<file path="src/rtl/ddr_seq_pkg.sv">
package ddr_seq_pkg;

  localparam int MAX_BL = 8;
  localparam int BIDX_W = $clog2(MAX_BL);
  localparam int BL_W   = BIDX_W + 1;

  // Strobes from the control to the datapath, valid in the current cycle.
  typedef struct packed {
    logic              accept;   // request taken at the coming edge
    logic              cmdEn;    // column command on the bus this cycle
    logic              isWrite;  // burst in flight is a write
    logic              beatEn;   // a data beat occupies this cycle
    logic [BIDX_W-1:0] beatIdx;  // which beat of the burst
  } seqStb_t;

endpackage

</file>
<file path="src/rtl/ddr_seq_ctrl.sv">
module ddr_seq_ctrl
  import ddr_seq_pkg::*;
#(
  parameter int CL_W = 4
) (
  input  logic            clk,
  input  logic            rst,
  input  logic            reqValid,
  input  logic            reqWrite,
  input  logic [CL_W-1:0] cfgCl,
  input  logic            cfgBl8,
  output logic            reqReady,
  output logic            done,
  output seqStb_t         stb
);

  localparam int MAX_CL = (1 << CL_W) - 1;
  localparam int CYC_W  = $clog2(MAX_CL + MAX_BL + 1);

  logic            busy;
  logic            isWriteQ;
  logic [CYC_W-1:0] cyc;
  logic [CL_W-1:0] latQ;
  logic [BL_W-1:0] blQ;

  logic            accept;
  logic [CL_W-1:0] clClamped;
  logic [CL_W-1:0] latNext;
  logic [BL_W-1:0] blNext;
  logic [CYC_W-1:0] latExt;
  logic [CYC_W-1:0] endCyc;
  logic            beatEn;
  logic            lastBeat;

  assign accept    = reqValid && !busy;
  assign reqReady  = !busy;

  // Latency floor keeps the write data at least one cycle after the command.
  assign clClamped = (cfgCl < CL_W'(2)) ? CL_W'(2) : cfgCl;
  assign latNext   = reqWrite ? (clClamped - CL_W'(1)) : clClamped;
  assign blNext    = cfgBl8 ? BL_W'(MAX_BL) : BL_W'(MAX_BL / 2);

  assign latExt    = CYC_W'(latQ);
  assign endCyc    = latExt + CYC_W'(blQ) - CYC_W'(1);
  assign beatEn    = busy && (cyc >= latExt) && (cyc <= endCyc);
  assign lastBeat  = busy && (cyc == endCyc);

  always_comb begin
    stb.accept  = accept;
    stb.cmdEn   = busy && (cyc == '0);
    stb.isWrite = isWriteQ;
    stb.beatEn  = beatEn;
    stb.beatIdx = BIDX_W'(cyc - latExt);
  end

  always_ff @(posedge clk) begin
    if (rst) begin
      busy     <= 1'b0;
      isWriteQ <= 1'b0;
      cyc      <= '0;
      latQ     <= '0;
      blQ      <= '0;
      done     <= 1'b0;
    end else begin
      done <= lastBeat;
      if (accept) begin
        busy     <= 1'b1;
        isWriteQ <= reqWrite;
        cyc      <= '0;
        latQ     <= latNext;
        blQ      <= blNext;
      end else if (busy) begin
        if (lastBeat) begin
          busy <= 1'b0;
        end else begin
          cyc <= cyc + 1'b1;
        end
      end
    end
  end

endmodule

</file>
<file path="src/rtl/ddr_seq_dp.sv">
module ddr_seq_dp
  import ddr_seq_pkg::*;
#(
  parameter int DQ_W   = 16,
  parameter int ADDR_W = 14
) (
  input  logic                     clk,
  input  logic                     rst,
  input  seqStb_t                  stb,
  input  logic [ADDR_W-1:0]        reqAddr,
  input  logic [MAX_BL*DQ_W-1:0]   reqWdata,
  input  logic [MAX_BL*DQ_W/8-1:0] reqBe,
  input  logic [DQ_W-1:0]          dqIn,
  output logic                     cmdRasN,
  output logic                     cmdCasN,
  output logic                     cmdWeN,
  output logic [ADDR_W-1:0]        cmdAddr,
  output logic [DQ_W-1:0]          dqOut,
  output logic                     dqOe,
  output logic [DQ_W/8-1:0]        dqm,
  output logic                     rdValid,
  output logic [DQ_W-1:0]          rdData
);

  localparam int MASK_W = DQ_W / 8;

  logic [DQ_W-1:0]   wBeatIn [MAX_BL];
  logic [MASK_W-1:0] beIn    [MAX_BL];
  logic [DQ_W-1:0]   wBeatQ  [MAX_BL];
  logic [MASK_W-1:0] beQ     [MAX_BL];
  logic [ADDR_W-1:0] addrQ;
  logic              wrBeat;
  logic              rdBeat;

  // Each beat slot holds its own data and byte enables from acceptance on.
  for (genvar g = 0; g < MAX_BL; g++) begin : g_beat
    assign wBeatIn[g] = reqWdata[g*DQ_W +: DQ_W];
    assign beIn[g]    = reqBe[g*MASK_W +: MASK_W];

    always_ff @(posedge clk) begin
      if (rst) begin
        wBeatQ[g] <= '0;
        beQ[g]    <= '0;
      end else if (stb.accept) begin
        wBeatQ[g] <= wBeatIn[g];
        beQ[g]    <= beIn[g];
      end
    end
  end

  always_ff @(posedge clk) begin
    if (rst) begin
      addrQ <= '0;
    end else if (stb.accept) begin
      addrQ <= reqAddr;
    end
  end

  assign wrBeat  = stb.beatEn && stb.isWrite;
  assign rdBeat  = stb.beatEn && !stb.isWrite;

  // Only column commands are issued; the row strobe stays high.
  assign cmdRasN = 1'b1;
  assign cmdCasN = !stb.cmdEn;
  assign cmdWeN  = !(stb.cmdEn && stb.isWrite);
  assign cmdAddr = stb.cmdEn ? addrQ : '0;

  assign dqOe    = wrBeat;
  assign dqOut   = wrBeat ? wBeatQ[stb.beatIdx] : '0;
  assign dqm     = wrBeat ? ~beQ[stb.beatIdx] : '0;

  always_ff @(posedge clk) begin
    if (rst) begin
      rdValid <= 1'b0;
      rdData  <= '0;
    end else begin
      rdValid <= rdBeat;
      if (rdBeat) begin
        rdData <= dqIn;
      end
    end
  end

endmodule

</file>
<file path="src/rtl/ddr_burst_seq.sv">
module ddr_burst_seq
  import ddr_seq_pkg::*;
#(
  parameter int DQ_W   = 16,
  parameter int ADDR_W = 14,
  parameter int CL_W   = 4
) (
  input  logic                     clk,
  input  logic                     rst,
  input  logic                     reqValid,
  output logic                     reqReady,
  input  logic                     reqWrite,
  input  logic [ADDR_W-1:0]        reqAddr,
  input  logic [MAX_BL*DQ_W-1:0]   reqWdata,
  input  logic [MAX_BL*DQ_W/8-1:0] reqBe,
  input  logic [CL_W-1:0]          cfgCl,
  input  logic                     cfgBl8,
  output logic                     cmdRasN,
  output logic                     cmdCasN,
  output logic                     cmdWeN,
  output logic [ADDR_W-1:0]        cmdAddr,
  output logic [DQ_W-1:0]          dqOut,
  output logic                     dqOe,
  output logic [DQ_W/8-1:0]        dqm,
  input  logic [DQ_W-1:0]          dqIn,
  output logic                     rdValid,
  output logic [DQ_W-1:0]          rdData,
  output logic                     done
);

  seqStb_t stb;

  ddr_seq_ctrl #(
    .CL_W(CL_W)
  ) u_ctrl (
    .clk      (clk),
    .rst      (rst),
    .reqValid (reqValid),
    .reqWrite (reqWrite),
    .cfgCl    (cfgCl),
    .cfgBl8   (cfgBl8),
    .reqReady (reqReady),
    .done     (done),
    .stb      (stb)
  );

  ddr_seq_dp #(
    .DQ_W   (DQ_W),
    .ADDR_W (ADDR_W)
  ) u_dp (
    .clk      (clk),
    .rst      (rst),
    .stb      (stb),
    .reqAddr  (reqAddr),
    .reqWdata (reqWdata),
    .reqBe    (reqBe),
    .dqIn     (dqIn),
    .cmdRasN  (cmdRasN),
    .cmdCasN  (cmdCasN),
    .cmdWeN   (cmdWeN),
    .cmdAddr  (cmdAddr),
    .dqOut    (dqOut),
    .dqOe     (dqOe),
    .dqm      (dqm),
    .rdValid  (rdValid),
    .rdData   (rdData)
  );

endmodule

</file>
<file path="config.mk">
export PLATFORM = sky130hd
export DESIGN_NAME = ddr_burst_seq
export DESIGN_NICKNAME = d
export VERILOG_FILES = /design/src/rtl/ddr_seq_pkg.sv /design/src/rtl/ddr_seq_ctrl.sv /design/src/rtl/ddr_seq_dp.sv /design/src/rtl/ddr_burst_seq.sv
export SDC_FILE = /design/constraint.sdc
export NUM_CORES = 1
export LEC_CHECK = 0
export BUFFER_PORTS_ARGS = -buffer_cell sky130_fd_sc_hd__buf_2
export CORE_MARGIN = 4
export CORE_UTILIZATION = 53
export DETAILED_ROUTE_END_ITERATION = 6
export GPL_TIMING_DRIVEN = 0
export PLACE_DENSITY = 0.83
export SETUP_SLACK_MARGIN = 0.2
export SYNTH_ARGS = -nofsm -noshare
export SYNTH_HDL_FRONTEND = slang
export SYNTH_SLANG_ARGS = --single-unit
</file>
<file path="constraint.sdc">
create_clock -name clk -period 6.92 [get_ports clk]
set_input_delay 0 -clock clk [delete_from_list [all_inputs] [get_ports clk]]
set_output_delay 0 -clock clk [all_outputs]
set_load 0.02 [all_outputs]
</file>
==> impl_metrics.sql <==
INSERT INTO impl_metrics (metric_group, metric, value, unit) VALUES
('status', 'outcome', 'complete, no violations', ''),
('global_route', 'grt_start_max_net_pins', '78', ''),
('logic_synthesis', 'number_of_enable_type_register_cells_in_the_synthesized_netlist', '144', ''),
('power', 'vdd_ir_drop_max', '186', 'µV'),
('power', 'cellLeakagePower', '5.32', 'nW'),
('route', 'dr.pass1.iters', '5', ''),
('finish', 'flow.area_growth_from_synthesis', '45.0', '%'),
('floorplanning', 'initial_core_util', '54.2', '%'),
('clocking', 'clkSinkCount', '189', ''),
('route', 'wirelength', '27.2', 'mm'),
('place', 'gpl.final_weighted_congestion', '0.862', ''),
('logic_synthesis', 'synth_cells', '642', ''),
('setup_path', 'required_time_worst_endpoint', '6.92', 'ns'),
('logic_synthesis', 'ys_async_sr_fraction', '0', '%'),
('route', 'via_per_inst', '5.31', ''),
('logic_synthesis', 'syn-num-nets', '844', ''),
('clocking', 'clk_root_buffer_cell', 'clkbuf_16', ''),
('logic_synthesis', 'synth-seq-area-share', '60.7', '%'),
('clocking', 'clk_pin_slew', '0.07', 'ns'),
('setup_path', 'critPathCaptureType', 'output port', ''),
('sta', 'tightest_slew', '0.889', 'ns'),
('floorplanning', 'coreArea', '0.0159', 'mm²'),
('route', 'detail_route.iter0.violations', '514', ''),
('clocking', 'cts_htree_levels', '4', ''),
('place', 'port_buffers', '236', ''),
('global_route', 'grt_antenna_before_repair', '2', ''),
('finish', 'layout-drive-gt1-share', '29.2', '%'),
('sta', 'timing.max_slew.rel_slack', '40.3', '%'),
('sta', 'hold-worst-slack', '0.0356', 'ns'),
('sta', 'final_min_period_over_clock_period', '56.1', '%'),
('route', 'drc', '0', ''),
('clocking', 'cts.repair.resized', '0', ''),
('logic_synthesis', 'synthesis.yosys.warnings', '0', ''),
('logic_synthesis', 'synth.distinct_cells', '43', ''),
('clocking', 'tritoncts.num_buffers', '17', ''),
('setup_path', 'path_max_fanout', '10', ''),
('min_path', 'type_of_the_worst_min_delay_path', 'in -> reg', ''),
('setup_path', 'critical_path_source_type', 'flip-flop', ''),
('global_route', 'grt_overflow_total', '0', ''),
('floorplanning', 'die_w', '135', 'µm'),
('clocking', 'cts_tree', 'done', ''),
('route', 'drtAntennaViolNets', '0', ''),
('setup_path', 'worst-setup-path-type', 'reg -> out', ''),
('floorplanning', 'die_area', '0.0183', 'mm²'),
('setup_path', 'worstPathArrival', '3.88', 'ns'),
('floorplanning', 'std_cell_rows', '46', ''),
('floorplanning', 'die_y', '135', 'µm'),
('sta', 'timing.clock.skew', '0.00864', 'ns'),
('sta', 'timing.final.max_slew_violations', '0', ''),
('sta', 'clock.fmax', '0.258', 'GHz'),
('route', 'wl_per_cell', '20.7', 'µm'),
('global_route', 'global_route_wire_length_before_repair', '41.0', 'mm'),
('sta', 'setup-violations-final', '0', ''),
('floorplanning', 'pin_count', '238', ''),
('global_route', 'via_count_of_the_first_global_routing_pass', '7493', ''),
('clocking', 'cts_max_path_buffers', '2', ''),
('logic_synthesis', 'syn-mean-instance-area', '13.4', 'µm²'),
('route', 'detailroute.via_count', '6961', ''),
('flow_run', 'maxCapViolations', '0', ''),
('sta', 'period_needed', '3.88', 'ns'),
('logic_synthesis', 'yosys_register_bits', '189', ''),
('global_route', 'gr-usage-all-layers', '30.1', '%'),
('place', 'dp.final_hpwl', '15.5', 'mm'),
('sta', 'hold_viol_final', '0', ''),
('finish', 'finish.net_count', '1283', ''),
('sta', 'setup_total_negative_slack', '0', 'ns'),
('clocking', 'clkLatencyLatePin', '0.43', 'ns'),
('logic_synthesis', 'synthFlopType', 'edfxtp_1', ''),
('logic_synthesis', 'post_synth_instance_area', '0.00860', 'mm²'),
('power', 'power_per_cell_area', '229', 'mW/mm²'),
('sta', 'grt_setup_unrepaired', 'no', '');
[critical path, stage by stage (launching register included)]
cell and delay [ns]:
dfxtp_1 0.31, inv_1 0.07, ha_1 0.33, inv_1 0.06, ha_1 0.29, a21o_1 0.19
a21oi_1 0.17, xor2_1 0.17, ha_1 0.27, or2_2 0.31, o311ai_2 0.10, nand4_2 0.36
clkbuf_1 0.35, a21oi_1 0.24, buf_2 0.21
[registers in the layout, indices dropped and copies added (netlist names), 2 cells and up]
| signal | count |
|---|---|
| u_ctrl.blQ | 2 |
| u_dp.beQ | 16 |
| u_dp.rdData | 16 |
| u_ctrl.cyc | 5 |
| u_dp.wBeatQ | 128 |
| u_ctrl.latQ | 4 |
| u_dp.addrQ | 14 |
[report_power, final]
part           internal [mW]  switching, mW
sequential              1.33         0.0348
clock                  0.494          0.434
combinational          0.283          0.289
[cell families after synthesis]
kind of cell	synth area share, %
compound gates	4.14
xor+xnor	1.02
fa+ha+maj	2.94
buf+inv	2.95
flops	60.7
mux	11.5
other cells	0.0436
simple gates	16.6
[cells in the final DEF, fill, tap and decap left out, types with 3 or more instances in the layout]
cell,instances
a21oi_1,22
a22o_1,15
and2_1,160
buf_2,241
buf_4,3
clkbuf_1,27
clkbuf_16,18
dfxtp_1,45
dlygate4sd3_1,183
edfxtp_1,144
ha_1,17
inv_1,17
inv_6,4
mux2i_1,17
mux4_1,3
mux4_2,33
nand2_1,75
nor2_1,15
o21ai_0,6
xnor2_1,4
xor2_1,6
[final cells by class]
type / instances / area, µm²
Timing Repair Buffer: 420 / 3040
Antenna cell: 2 / 5.00
Sequential cell: 189 / 5230
Buffer: 37 / 183
Fill cell: 929 / 3410
Clock buffer: 21 / 472
Multi-Input combinational cell: 397 / 3130
Inverter: 19 / 76.3
Clock inverter: 11 / 78.8
Tap cell: 216 / 270
[worst paths after layout]
path                                startpoint                            to  slack (ns)  cells after the start
setup / recovery   u_ctrl.latQ[2]$_SDFFE_PP0P_                      dqOut[8]        3.04                     14
hold / removal                        cfgCl[0]   u_ctrl.latQ[0]$_SDFFE_PP0P_        0.04                      5
setup reg to reg   u_ctrl.latQ[2]$_SDFFE_PP0P_   u_dp.rdData[8]$_SDFFE_PP0P_        3.75                     14
hold reg to reg   u_dp.rdData[11]$_SDFFE_PP0P_  u_dp.rdData[11]$_SDFFE_PP0P_        0.46                      2
[repair_timing]
action                                 CTS  global route
setup buffers                            0             0
hold buffers                           183             0
endpoints found under the hold margin  181             0
[through the flow]
| step | instances | total power, mW | util (%) | worst slack, ns | area (µm²) |
|---|---|---|---|---|---|
| after global placement | 1094 | 1.85 | 63.3 | 0.0532 | 10100 |
| after global routing | 1312 | 2.96 | 78.5 | 2.85 | 12500 |
| after CTS | 1310 | 2.85 | 78.5 | 3.04 | 12500 |
| after floorplan | 642 | 1.69 | - | 1.79 | 8600 |
| final | 1312 | 2.86 | 78.5 | 3.04 | 12500 |
| after detailed placement | 1095 | 1.86 | 63.5 | 3.57 | 10100 |
[routing by layer]
layer | global-route usage [%] | share of wire [%]
met1 | 34.8 | 37
met2 | 53.6 | 53
met3 | 6.05 | 6.2
met4 | 14.6 | 4.1
met5 | 0 | 0
[cells in the mapped netlist, types with 2 or more instances]
master / number / area (µm²)
a211oi_1: 2 / 15.0
a21oi_1: 22 / 110
a22o_1: 15 / 131
and2_1: 160 / 1000
buf_2: 5 / 25.0
buf_4: 3 / 22.5
buf_6: 2 / 22.5
clkbuf_1: 25 / 93.8
clkinv_1: 2 / 7.51
dfxtp_1: 45 / 901
edfxtp_1: 144 / 4320
fa_1: 2 / 40.0
ha_1: 17 / 213
inv_1: 17 / 63.8
mux2i_1: 17 / 170
mux4_1: 3 / 78.8
mux4_2: 33 / 743
nand2_1: 75 / 282
nand4_1: 2 / 12.5
nor2_1: 15 / 56.3
o21ai_0: 6 / 30.0
xnor2_1: 4 / 35.0
xor2_1: 6 / 52.6
(Power assumes the default switching activity.)
